## src/rtl/rh_port_pkg.sv

```systemverilog
package rh_port_pkg;
  localparam int DATA_W_DEF = 32;
  // bit positions seen by software; read and write meanings share them
  localparam int B_CONN = 0;  // rd: connect    wr: clear enable
  localparam int B_EN   = 1;  // rd: enable     wr: set enable
  localparam int B_SUSP = 2;  // rd: suspend    wr: set suspend
  localparam int B_OC   = 3;  // rd: overcurr   wr: start resume
  localparam int B_RST  = 4;  // rd: reset      wr: start reset
  localparam int B_PWR  = 8;  // rd: power      wr: set power
  localparam int B_LS   = 9;  // rd: low speed  wr: clear power
  localparam int B_CHG  = 16;
  localparam int NUM_CHG = 5;
  // change flag order inside the flag field
  localparam int C_CONN = 0;
  localparam int C_EN   = 1;
  localparam int C_SUSP = 2;
  localparam int C_OC   = 3;
  localparam int C_RST  = 4;

  typedef struct packed {
    logic conn_edge;
    logic disc;
    logic oc_rise;
  } sense_ev_t;

  typedef struct packed {
    logic clr_en;
    logic set_en;
    logic set_susp;
    logic clr_susp;
    logic set_rst;
    logic set_pwr;
    logic clr_pwr;
  } port_cmd_t;
endpackage

```

## src/rtl/rh_port_sense.sv

```systemverilog
module rh_port_sense
  import rh_port_pkg::*;
(
  input  logic      clk_i,
  input  logic      rst_ni,
  input  logic      connect_i,
  input  logic      overcurrent_i,
  input  logic      low_speed_i,
  output logic      conn_q_o,
  output logic      oc_q_o,
  output logic      ls_q_o,
  output sense_ev_t ev_o
);
  logic conn_q, oc_q, ls_q;

  always_ff @(posedge clk_i or negedge rst_ni) begin
    if (!rst_ni) begin
      conn_q <= 1'b0;
      oc_q   <= 1'b0;
      ls_q   <= 1'b0;
    end else begin
      conn_q <= connect_i;
      oc_q   <= overcurrent_i;
      ls_q   <= low_speed_i;
    end
  end

  always_comb begin
    ev_o.conn_edge = conn_q ^ connect_i;
    ev_o.disc      = conn_q & ~connect_i;
    ev_o.oc_rise   = overcurrent_i & ~oc_q;
  end

  assign conn_q_o = conn_q;
  assign oc_q_o   = oc_q;
  assign ls_q_o   = ls_q;
endmodule

```

## src/rtl/rh_port_ctrl.sv

```systemverilog
module rh_port_ctrl
  import rh_port_pkg::*;
#(
  parameter int N_CHG = NUM_CHG
) (
  input  logic             clk_i,
  input  logic             rst_ni,
  input  port_cmd_t        cmd_i,
  input  sense_ev_t        ev_i,
  input  logic             conn_q_i,
  input  logic             reset_done_i,
  input  logic             resume_done_i,
  output logic             en_o,
  output logic             susp_o,
  output logic             rsm_o,
  output logic             rst_o,
  output logic             pwr_o,
  output logic [N_CHG-1:0] chg_ev_o
);
  logic en_q, susp_q, rsm_q, rst_q, pwr_q;
  logic rst_cmpl, rsm_cmpl, en_lost;

  assign rst_cmpl = rst_q & reset_done_i;
  assign rsm_cmpl = rsm_q & resume_done_i;
  assign en_lost  = ev_i.disc & en_q;

  always_ff @(posedge clk_i or negedge rst_ni) begin
    if (!rst_ni) begin
      en_q   <= 1'b0;
      susp_q <= 1'b0;
      rsm_q  <= 1'b0;
      rst_q  <= 1'b0;
      pwr_q  <= 1'b0;
    end else begin
      // enable priority: disconnect, reset done, sw clear, sw set
      if (ev_i.disc)                      en_q <= 1'b0;
      else if (rst_cmpl)                  en_q <= 1'b1;
      else if (cmd_i.clr_en)              en_q <= 1'b0;
      else if (cmd_i.set_en && conn_q_i)  en_q <= 1'b1;

      if (rst_cmpl)           rst_q <= 1'b0;
      else if (cmd_i.set_rst) rst_q <= 1'b1;

      if (ev_i.disc || rsm_cmpl) begin
        susp_q <= 1'b0;
        rsm_q  <= 1'b0;
      end else begin
        if (cmd_i.set_susp && conn_q_i && !susp_q) susp_q <= 1'b1;
        if (cmd_i.clr_susp && susp_q)              rsm_q  <= 1'b1;
      end

      if (ev_i.oc_rise || cmd_i.clr_pwr) pwr_q <= 1'b0;
      else if (cmd_i.set_pwr)            pwr_q <= 1'b1;
    end
  end

  always_comb begin
    chg_ev_o         = '0;
    chg_ev_o[C_CONN] = ev_i.conn_edge;
    chg_ev_o[C_EN]   = en_lost;
    chg_ev_o[C_SUSP] = rsm_cmpl;
    chg_ev_o[C_OC]   = ev_i.oc_rise;
    chg_ev_o[C_RST]  = rst_cmpl;
  end

  assign en_o   = en_q;
  assign susp_o = susp_q;
  assign rsm_o  = rsm_q;
  assign rst_o  = rst_q;
  assign pwr_o  = pwr_q;
endmodule

```

## src/rtl/rh_port_chg.sv

```systemverilog
module rh_port_chg #(
  parameter int N = 5
) (
  input  logic         clk_i,
  input  logic         rst_ni,
  input  logic [N-1:0] set_i,
  input  logic [N-1:0] clr_i,
  output logic [N-1:0] flag_o
);
  for (genvar g = 0; g < N; g++) begin : g_flag
    logic f_q;
    always_ff @(posedge clk_i or negedge rst_ni) begin
      if (!rst_ni)       f_q <= 1'b0;
      else if (set_i[g]) f_q <= 1'b1;  // event beats clear
      else if (clr_i[g]) f_q <= 1'b0;
    end
    assign flag_o[g] = f_q;
  end
endmodule

```

## src/rtl/rh_port_reg.sv

```systemverilog
module rh_port_reg
  import rh_port_pkg::*;
#(
  parameter int DATA_W = DATA_W_DEF
) (
  input  logic              clk_i,
  input  logic              rst_ni,
  input  logic              wr_en_i,
  input  logic [DATA_W-1:0] wr_data_i,
  output logic [DATA_W-1:0] rd_data_o,
  input  logic              connect_i,
  input  logic              overcurrent_i,
  input  logic              low_speed_i,
  input  logic              reset_done_i,
  input  logic              resume_done_i,
  output logic              port_enable_o,
  output logic              port_suspend_o,
  output logic              port_resume_o,
  output logic              port_reset_o,
  output logic              port_power_o
);
  localparam int CHG_W = NUM_CHG;

  logic             conn_q, oc_q, ls_q;
  sense_ev_t        ev;
  port_cmd_t        cmd;
  logic [CHG_W-1:0] chg_ev, chg_clr, chg_flag;
  logic             en, susp, rsm, rst, pwr;

  always_comb begin
    cmd.clr_en   = wr_en_i & wr_data_i[B_CONN];
    cmd.set_en   = wr_en_i & wr_data_i[B_EN];
    cmd.set_susp = wr_en_i & wr_data_i[B_SUSP];
    cmd.clr_susp = wr_en_i & wr_data_i[B_OC];
    cmd.set_rst  = wr_en_i & wr_data_i[B_RST];
    cmd.set_pwr  = wr_en_i & wr_data_i[B_PWR];
    cmd.clr_pwr  = wr_en_i & wr_data_i[B_LS];
    chg_clr      = {CHG_W{wr_en_i}} & wr_data_i[B_CHG +: CHG_W];
  end

  rh_port_sense u_sense (
    .clk_i         (clk_i),
    .rst_ni        (rst_ni),
    .connect_i     (connect_i),
    .overcurrent_i (overcurrent_i),
    .low_speed_i   (low_speed_i),
    .conn_q_o      (conn_q),
    .oc_q_o        (oc_q),
    .ls_q_o        (ls_q),
    .ev_o          (ev)
  );

  rh_port_ctrl #(.N_CHG(CHG_W)) u_ctrl (
    .clk_i         (clk_i),
    .rst_ni        (rst_ni),
    .cmd_i         (cmd),
    .ev_i          (ev),
    .conn_q_i      (conn_q),
    .reset_done_i  (reset_done_i),
    .resume_done_i (resume_done_i),
    .en_o          (en),
    .susp_o        (susp),
    .rsm_o         (rsm),
    .rst_o         (rst),
    .pwr_o         (pwr),
    .chg_ev_o      (chg_ev)
  );

  rh_port_chg #(.N(CHG_W)) u_chg (
    .clk_i  (clk_i),
    .rst_ni (rst_ni),
    .set_i  (chg_ev),
    .clr_i  (chg_clr),
    .flag_o (chg_flag)
  );

  always_comb begin
    rd_data_o                  = '0;
    rd_data_o[B_CONN]          = conn_q;
    rd_data_o[B_EN]            = en;
    rd_data_o[B_SUSP]          = susp;
    rd_data_o[B_OC]            = oc_q;
    rd_data_o[B_RST]           = rst;
    rd_data_o[B_PWR]           = pwr;
    rd_data_o[B_LS]            = ls_q;
    rd_data_o[B_CHG +: CHG_W]  = chg_flag;
  end

  assign port_enable_o  = en;
  assign port_suspend_o = susp;
  assign port_resume_o  = rsm;
  assign port_reset_o   = rst;
  assign port_power_o   = pwr;
endmodule

```

## config.mk

```make
export PLATFORM = sky130hd
export DESIGN_NAME = rh_port_reg
export DESIGN_NICKNAME = d
export VERILOG_FILES = /design/src/rtl/rh_port_pkg.sv /design/src/rtl/rh_port_sense.sv /design/src/rtl/rh_port_ctrl.sv /design/src/rtl/rh_port_chg.sv /design/src/rtl/rh_port_reg.sv
export SDC_FILE = /design/constraint.sdc
export NUM_CORES = 1
export LEC_CHECK = 0
export CAP_MARGIN = 5
export CELL_PAD_IN_SITES_DETAIL_PLACEMENT = 1
export CELL_PAD_IN_SITES_GLOBAL_PLACEMENT = 1
export CORE_UTILIZATION = 35
export CTS_CLUSTER_DIAMETER = 150
export DETAILED_ROUTE_END_ITERATION = 16
export DONT_BUFFER_PORTS = 1
export GPL_ROUTABILITY_DRIVEN = 0
export PLACE_DENSITY = 0.74
export SETUP_SLACK_MARGIN = 0.4
export SLEW_MARGIN = 20
export SYNTH_ARGS = -nofsm -noshare
export SYNTH_HDL_FRONTEND = slang
export SYNTH_SLANG_ARGS = --single-unit
```

## constraint.sdc

```tcl
create_clock -name clk_i -period 1.3 [get_ports clk_i]
set_clock_uncertainty 0.05 [all_clocks]
set_input_delay 0 -clock clk_i [delete_from_list [all_inputs] [get_ports clk_i]]
set_output_delay 0 -clock clk_i [all_outputs]
set_load 0.05 [all_outputs]
```

### Yosys cells after proc, flatten, opt, wreduce, memory -nomap -nowiden

Cells that the tools add are included.
Widths: inputs -> output; s select.

* multiplexer cells: 22
* bitwise logic cells: 16
* reduce and logical (&&, ||, !) cells: 17

Operator list (count)
* $mux 1: 22
* $reduce_bool 2->1: 9
* $and 1x1->1: 12
* $and 5x5->5: 1
* $logic_and 1x1->1: 4
* $reduce_bool 4->1: 1
* $logic_or 1x1->1: 2
* $not 1->1: 2
* $logic_not 1->1: 1
* $xor 1x1->1: 1

* bits in registers: 13
* input bits: 40
* output and inout port bits: 37
* logic and storage cells: 68

### Logic depth before layout (Yosys ltp)

* depth after elaboration: 6
* depth in mapped cells: 4
* gate-level depth less buffers: 4

### Modules after synthesis

Synthesis repeated with hierarchy kept, for this count alone.

* cell total of the unflattened synthesis: 94
* area total of the unflattened synthesis: 892.1 sq um

By module, submodules not included
* rh_port_reg: times used 1, cells an instance 41, area an instance 302.8 sq um, sequential area each 0.0 sq um
* rh_port_ctrl: times used 1, cells an instance 26, area an instance 261.5 sq um, sequential area each 125.1 sq um
* rh_port_chg: times used 1, cells an instance 20, area an instance 219.0 sq um, sequential area each 125.1 sq um
* rh_port_sense: times used 1, cells an instance 7, area an instance 108.9 sq um, sequential area each 75.1 sq um

### Worst setup path before layout

No wires, ideal clock.

* path kind: flip-flop to flip-flop
* start: register u_ctrl.rst_q (netlist: u_ctrl.rst_o)
* end: register u_ctrl.en_q (netlist: u_ctrl.en_o)
* library setup time: 0.094 ns
* arrival: 1.062 ns
* required time: 1.156 ns
* setup slack: 0.094 ns
* cell stages (with the launch flop): 3
* path buffers: 0
* period minus slack after synthesis: 1.206 ns
* cell sequence: dfrtp_1 -> a21oi_1 -> a221oi_2

* word-level cells in the longest chain between the ends: 3
* elaborated cells on any way between the ends: 4
* those cells by class: mux (2); bitwise (1); reduce/logical (1)

RTL lines
* start: declaration: RTL line rh_port_ctrl.sv:20 `logic en_q, susp_q, rsm_q, rst_q, pwr_q;`
* start signal: assignment: RTL line rh_port_ctrl.sv:32 `rst_q <= 1'b0;`
* start signal: assignment: RTL line rh_port_ctrl.sv:41 `if (rst_cmpl) rst_q <= 1'b0;`
* start signal: assignment: RTL line rh_port_ctrl.sv:42 `else if (cmd_i.set_rst) rst_q <= 1'b1;`
* $and 1x1->1 *: RTL line rh_port_ctrl.sv:23 `assign rst_cmpl = rst_q & reset_done_i;`
* $mux 1: RTL line rh_port_ctrl.sv:37 `else if (rst_cmpl) en_q <= 1'b1;`
* $mux 1: RTL line rh_port_ctrl.sv:36 `if (ev_i.disc) en_q <= 1'b0;`
* end signal: assignment: RTL line rh_port_ctrl.sv:36
* end signal: assignment: RTL line rh_port_ctrl.sv:37
* end signal: assignment: RTL line rh_port_ctrl.sv:38 `else if (cmd_i.clr_en) en_q <= 1'b0;`
* end: declaration: RTL line rh_port_ctrl.sv:20

Every way passes the cells marked *; elsewhere a longest branch is shown, timed or not.
A chain may end at the register's enable or synchronous reset.

### Final worst setup path

* start: register u_sense.conn_q (netlist: u_sense.conn_q_o)
* end: register u_chg.g_flag[1].f_q

* word-level cells in the longest chain between the ends: 3
* elaborated cells on any way between the ends: 4
* those cells by class: mux (1); bitwise (2); reduce/logical (1)

RTL lines
* start: declaration: RTL line rh_port_sense.sv:14 `logic conn_q, oc_q, ls_q;`
* start signal: assignment: RTL line rh_port_sense.sv:22 `conn_q <= connect_i;`
* $and 1x1->1 *: RTL line rh_port_sense.sv:30 `ev_o.disc = conn_q & ~connect_i;`
* $and 1x1->1 *: RTL line rh_port_ctrl.sv:25 `assign en_lost = ev_i.disc & en_q;`
* $mux 1 or $reduce_bool 2->1 (tied branches)
* end signal: assignment: RTL line rh_port_chg.sv:13 `if (!rst_ni) f_q <= 1'b0;`
* end signal: assignment: RTL line rh_port_chg.sv:14 `else if (set_i[g]) f_q <= 1'b1;`
* end signal: assignment: RTL line rh_port_chg.sv:15 `else if (clr_i[g]) f_q <= 1'b0;`
* end: declaration: RTL line rh_port_chg.sv:11 `logic f_q;`

Marks and branches as above.

==> results.txt <==
The flow ran to the end, but the final reports show violations. The final reports fail on hold timing. The post-synthesis simple-gate area fraction works out to 7.33%. Level count of the clock H-tree: 1. After synthesis, the netlist uses 21 different library cells. The floorplan has 16 rows. The synthesized netlist devotes 13.7% of its cell area to compound gates. The tools report the total CTS buffers as 3.

Among all flip-flop cells after synthesis, the most frequent one is dfrtp_1. Data required time at the worst endpoint: 1.41 ns. Measured along the x axis, the die boundary spans 48.9 um.

The largest single stage delay on the critical path is 0.45 ns. Based on the critical path, the design can be clocked at up to 1.00 GHz. For this run the aggregate overflow at the end of global routing stands at 0. TritonCTS built the clock tree.

The number of remaining DRC errors is 0, and the count of buffers inserted at the top-level ports is 0. Summed over all failing endpoints, the final setup total negative slack is 0 ns. After synthesis, the share of cell area in mux cells is 1.30%. For this block, the via count after detailed routing is 487.

The run gives 504 as the via count of the first global-routing pass. The critical path depth in cells was 2. The number of enable flip-flop cells after synthesis is 0. The run gives 42.3% as the sequential fraction of the synthesis area. Using the TritonRoute via totals, the vias-per-cell ratio works out to 4.13. During I/O placement, the number of pins put on the boundary was 77. Buffers inserted to repair hold after CTS numbered 11.

After floorplanning, the core was sized to cover 2020 sq um. The synthesized netlist devotes 0% of its cell area to XOR and XNOR gates. Critical register-to-register path endpoint: u_chg.g_flag[1].f_q$_DFFE_PN0P_. The post-route standard cell area excluding fillers is 995 sq um, and the number of buffers and inverters on the critical path is 0.

The number of cells on the worst reg-to-reg path is 2. Summing every instance area after synthesis gives 768 sq um. The power per unit of standard cell area was 1390 nW/um^2; the final standard cell count with taps included and fillers excluded was 118.

Entering global routing, the biggest net connects 14 pins. The critical path starts at u_sense.conn_q_o$_DFF_PN0_. The clock drives 13 sinks.

The number of buffers on the longest clock path is 2, and the adder and majority gate portion of the synthesized area is 1.63%. Detailed placement finished with a half-perimeter wire length of 998 um. The die extent in y is 48.9 um.

In the global route stage, overall resource usage came out at 13.1%. Summed over all cells, the static leakage comes to 0.000462 uW. Critical path class: register to register.

Setup violations remaining at the end of the flow were counted as 0. The tools report the number of pins with negative max-slew slack in the final report as 0. The detail route stage leaves a number of antenna-violating nets equal to 0. The number of placed instances, taps included was 98; the count of routing violations after the opening detailed-route iteration was 0. The relative area change from synthesis to final layout was 29.5%. The first global-routing pass estimated 2330 um of wire.

In this run the worst path has a maximum fanout of 4. Counting flops with an async set or reset pin after synthesis yields a share of 100%. In the final design database the tool counted 133 nets. For the number of iterations in the first detailed-routing pass, the log shows 1. Setup repair after global routing could not meet its margin everywhere.

The worst setup path is launched from a register. Destination of the critical timing path: u_chg.g_flag[1].f_q$_DFFE_PN0P_. The initial utilization of the core area, before any placement, comes to 38.0%. Traced cell by cell, the critical path runs through ha_4 -> a22o_1.

The source-to-sink clock delay at the later pin of the worst-skew pair came out at 0.27 ns. After layout, the worst path uses 76.6% of the clock period. The tools report the cell at the root of the clock tree as clkbuf_4.

Synthesis handed over a netlist of 74 instances. Synthesis inferred 13 register bits. A synthesized cell averages 10.4 sq um. Of the cells placed in the final design, the portion with a size suffix greater than 1 is 37.4%.

The type of the tightest min-delay check was input port to register. The run gives 0 as the max-capacitance violation count. For this run, the number of Yosys warnings is 0. The transition time at the pin with the least slew margin is 0.565 ns. The logs give 1630 um for the final wirelength and 0.538 mV for the worst supply voltage drop on vdd.

The worst-path cell with the longest stage delay is dfrtp_2. The register-to-register setup slack was 0.30 ns. The area of the die was 2390 sq um; the final-layout worst hold slack was -0.246 ns. The repair_antennas step left the layout with diodes totalling 0.

The routed length per placed instance works out to 13.8 um. The largest delay contributor family on the critical path was flip-flops. The dominant combinational cell family by area after synthesis was buffers and inverters. The startpoint identified for the worst register-to-register timing path is u_sense.conn_q_o$_DFF_PN0_. The worst setup path is captured at a register. The number of antenna violations at the first check in global routing was 0; the relative slew slack was 62.2%. The startpoint identified for the worst hold timing path is wr_en_i. The final hold violation count was 6. After clock tree synthesis, the clock-pin slew on the worst setup and hold paths is 0.08 ns. The run gives 717 sq um as the total cell area at the placement stage. The minimum clock period after layout was 0.996 ns; the arrival time of the worst setup path was 1.10 ns.
==> sequential cells by signal, summed over array words and instances, names as in the netlist <==
register,cells
u_chg.g_flag.f_q,5
u_ctrl.en_o,1
u_ctrl.pwr_o,1
u_ctrl.rsm_o,1
u_ctrl.rst_o,1
u_ctrl.susp_o,1
u_sense.conn_q_o,1
u_sense.ls_q_o,1
u_sense.oc_q_o,1
==> synthesized netlist by cell type, types with 2 or more instances <==
cell type | instances | share of area (%)
a21o_1 | 2 | 2.0
a22o_1 | 3 | 3.4
a31oi_1 | 2 | 1.6
buf_4 | 32 | 31
dfrtp_1 | 13 | 42
nand2_1 | 5 | 2.4
nand2_2 | 2 | 1.6
nor2_1 | 2 | 0.98
==> kinds of logic after synthesis <==
family / after synthesis
multiplexers: 1
adder cells (fa/ha/maj): 1
buffers and inverters: 34
AO/OA/AOI/OAI: 12
flip-flops: 13
AND/OR/NAND/NOR: 12
other: 1
==> metrics by stage <==
step	setup WS [ns]	hold WS, ns	power, uW	utilization, %
6_report	0.304	-0.246	1390	49.2
3_3_place_gp	0.295	-0.345	994	35.5
4_1_cts	0.303	-0.253	1350	46.3
5_1_grt	0.278	-0.274	1450	49.2
3_5_place_dp	0.299	-0.345	1000	35.5
2_1_floorplan	0.280	-0.346	1030	-
==> cells in the final DEF, fill, tap and decap left out, drive strengths merged <==
master	instances
conb	20
buf	16
dfrtp	13
dlygate4sd3	11
nand2	7
clkbuf	4
a22o	3
a21o	2
a31oi	2
nor2	2
a21oi	2
inv	1
and2	1
nand3	1
a221oi	1
a21bo	1
nor2b	1
mux2i	1
a211oi	1
ha	1
==> cell type report <==
| class | instances | area, sq um |
|---|---|---|
| inverters | 1 | 3.75 |
| clock buffers | 4 | 26.3 |
| repair buffers | 27 | 314 |
| well taps | 27 | 33.8 |
| fillers | 226 | 1030 |
| multi-input cells | 46 | 283 |
| flip-flops and latches | 13 | 334 |
==> layer usage <==
metal | up-vias | wire length, um | track usage [%]
li1 | 224 | - | -
met1 | 234 | 527 | 11.8
met2 | 29 | 989 | 26.4
met3 | 0 | 109 | 3.74
met4 | 0 | 0 | 5.88
met5 | - | 0 | 0
==> how the worst min path moves through the flow <==
stage | to | slack [ns] | cells after the start
after floorplan | u_chg.g_flag[0].f_q$_DFFE_PN0P_ | -0.35 | 0
after global placement | u_ctrl.pwr_o$_DFFE_PN0P_ | -0.35 | 0
after detailed placement | u_ctrl.pwr_o$_DFFE_PN0P_ | -0.35 | 0
after CTS | u_ctrl.pwr_o$_DFFE_PN0P_ | -0.25 | 1
after global routing | u_ctrl.pwr_o$_DFFE_PN0P_ | -0.27 | 1
final | u_ctrl.pwr_o$_DFFE_PN0P_ | -0.25 | 1
==> worst reg2reg max path, delay by kind of cell (launching register included) <==
| family | cells | cell delay (ns) |
|---|---|---|
| adders and majority gates | 1 | 0.18 |
| AOI/OAI and AO/OA | 1 | 0.21 |
| DFF | 1 | 0.45 |
==> what timing repair did <==
item,4_1_cts,5_1_grt
setup endpoints to repair,19,23
endpoints found under the hold margin,26,6
pin swaps,1,0
resized for setup,17,8
buffers inserted,2,3
==> report_power, final <==
group / switching (uW) / internal [uW]
clock: 123 / 119
combinational: 409 / 208
sequential: 73.3 / 456
Power figures use the tool's default switching activity.
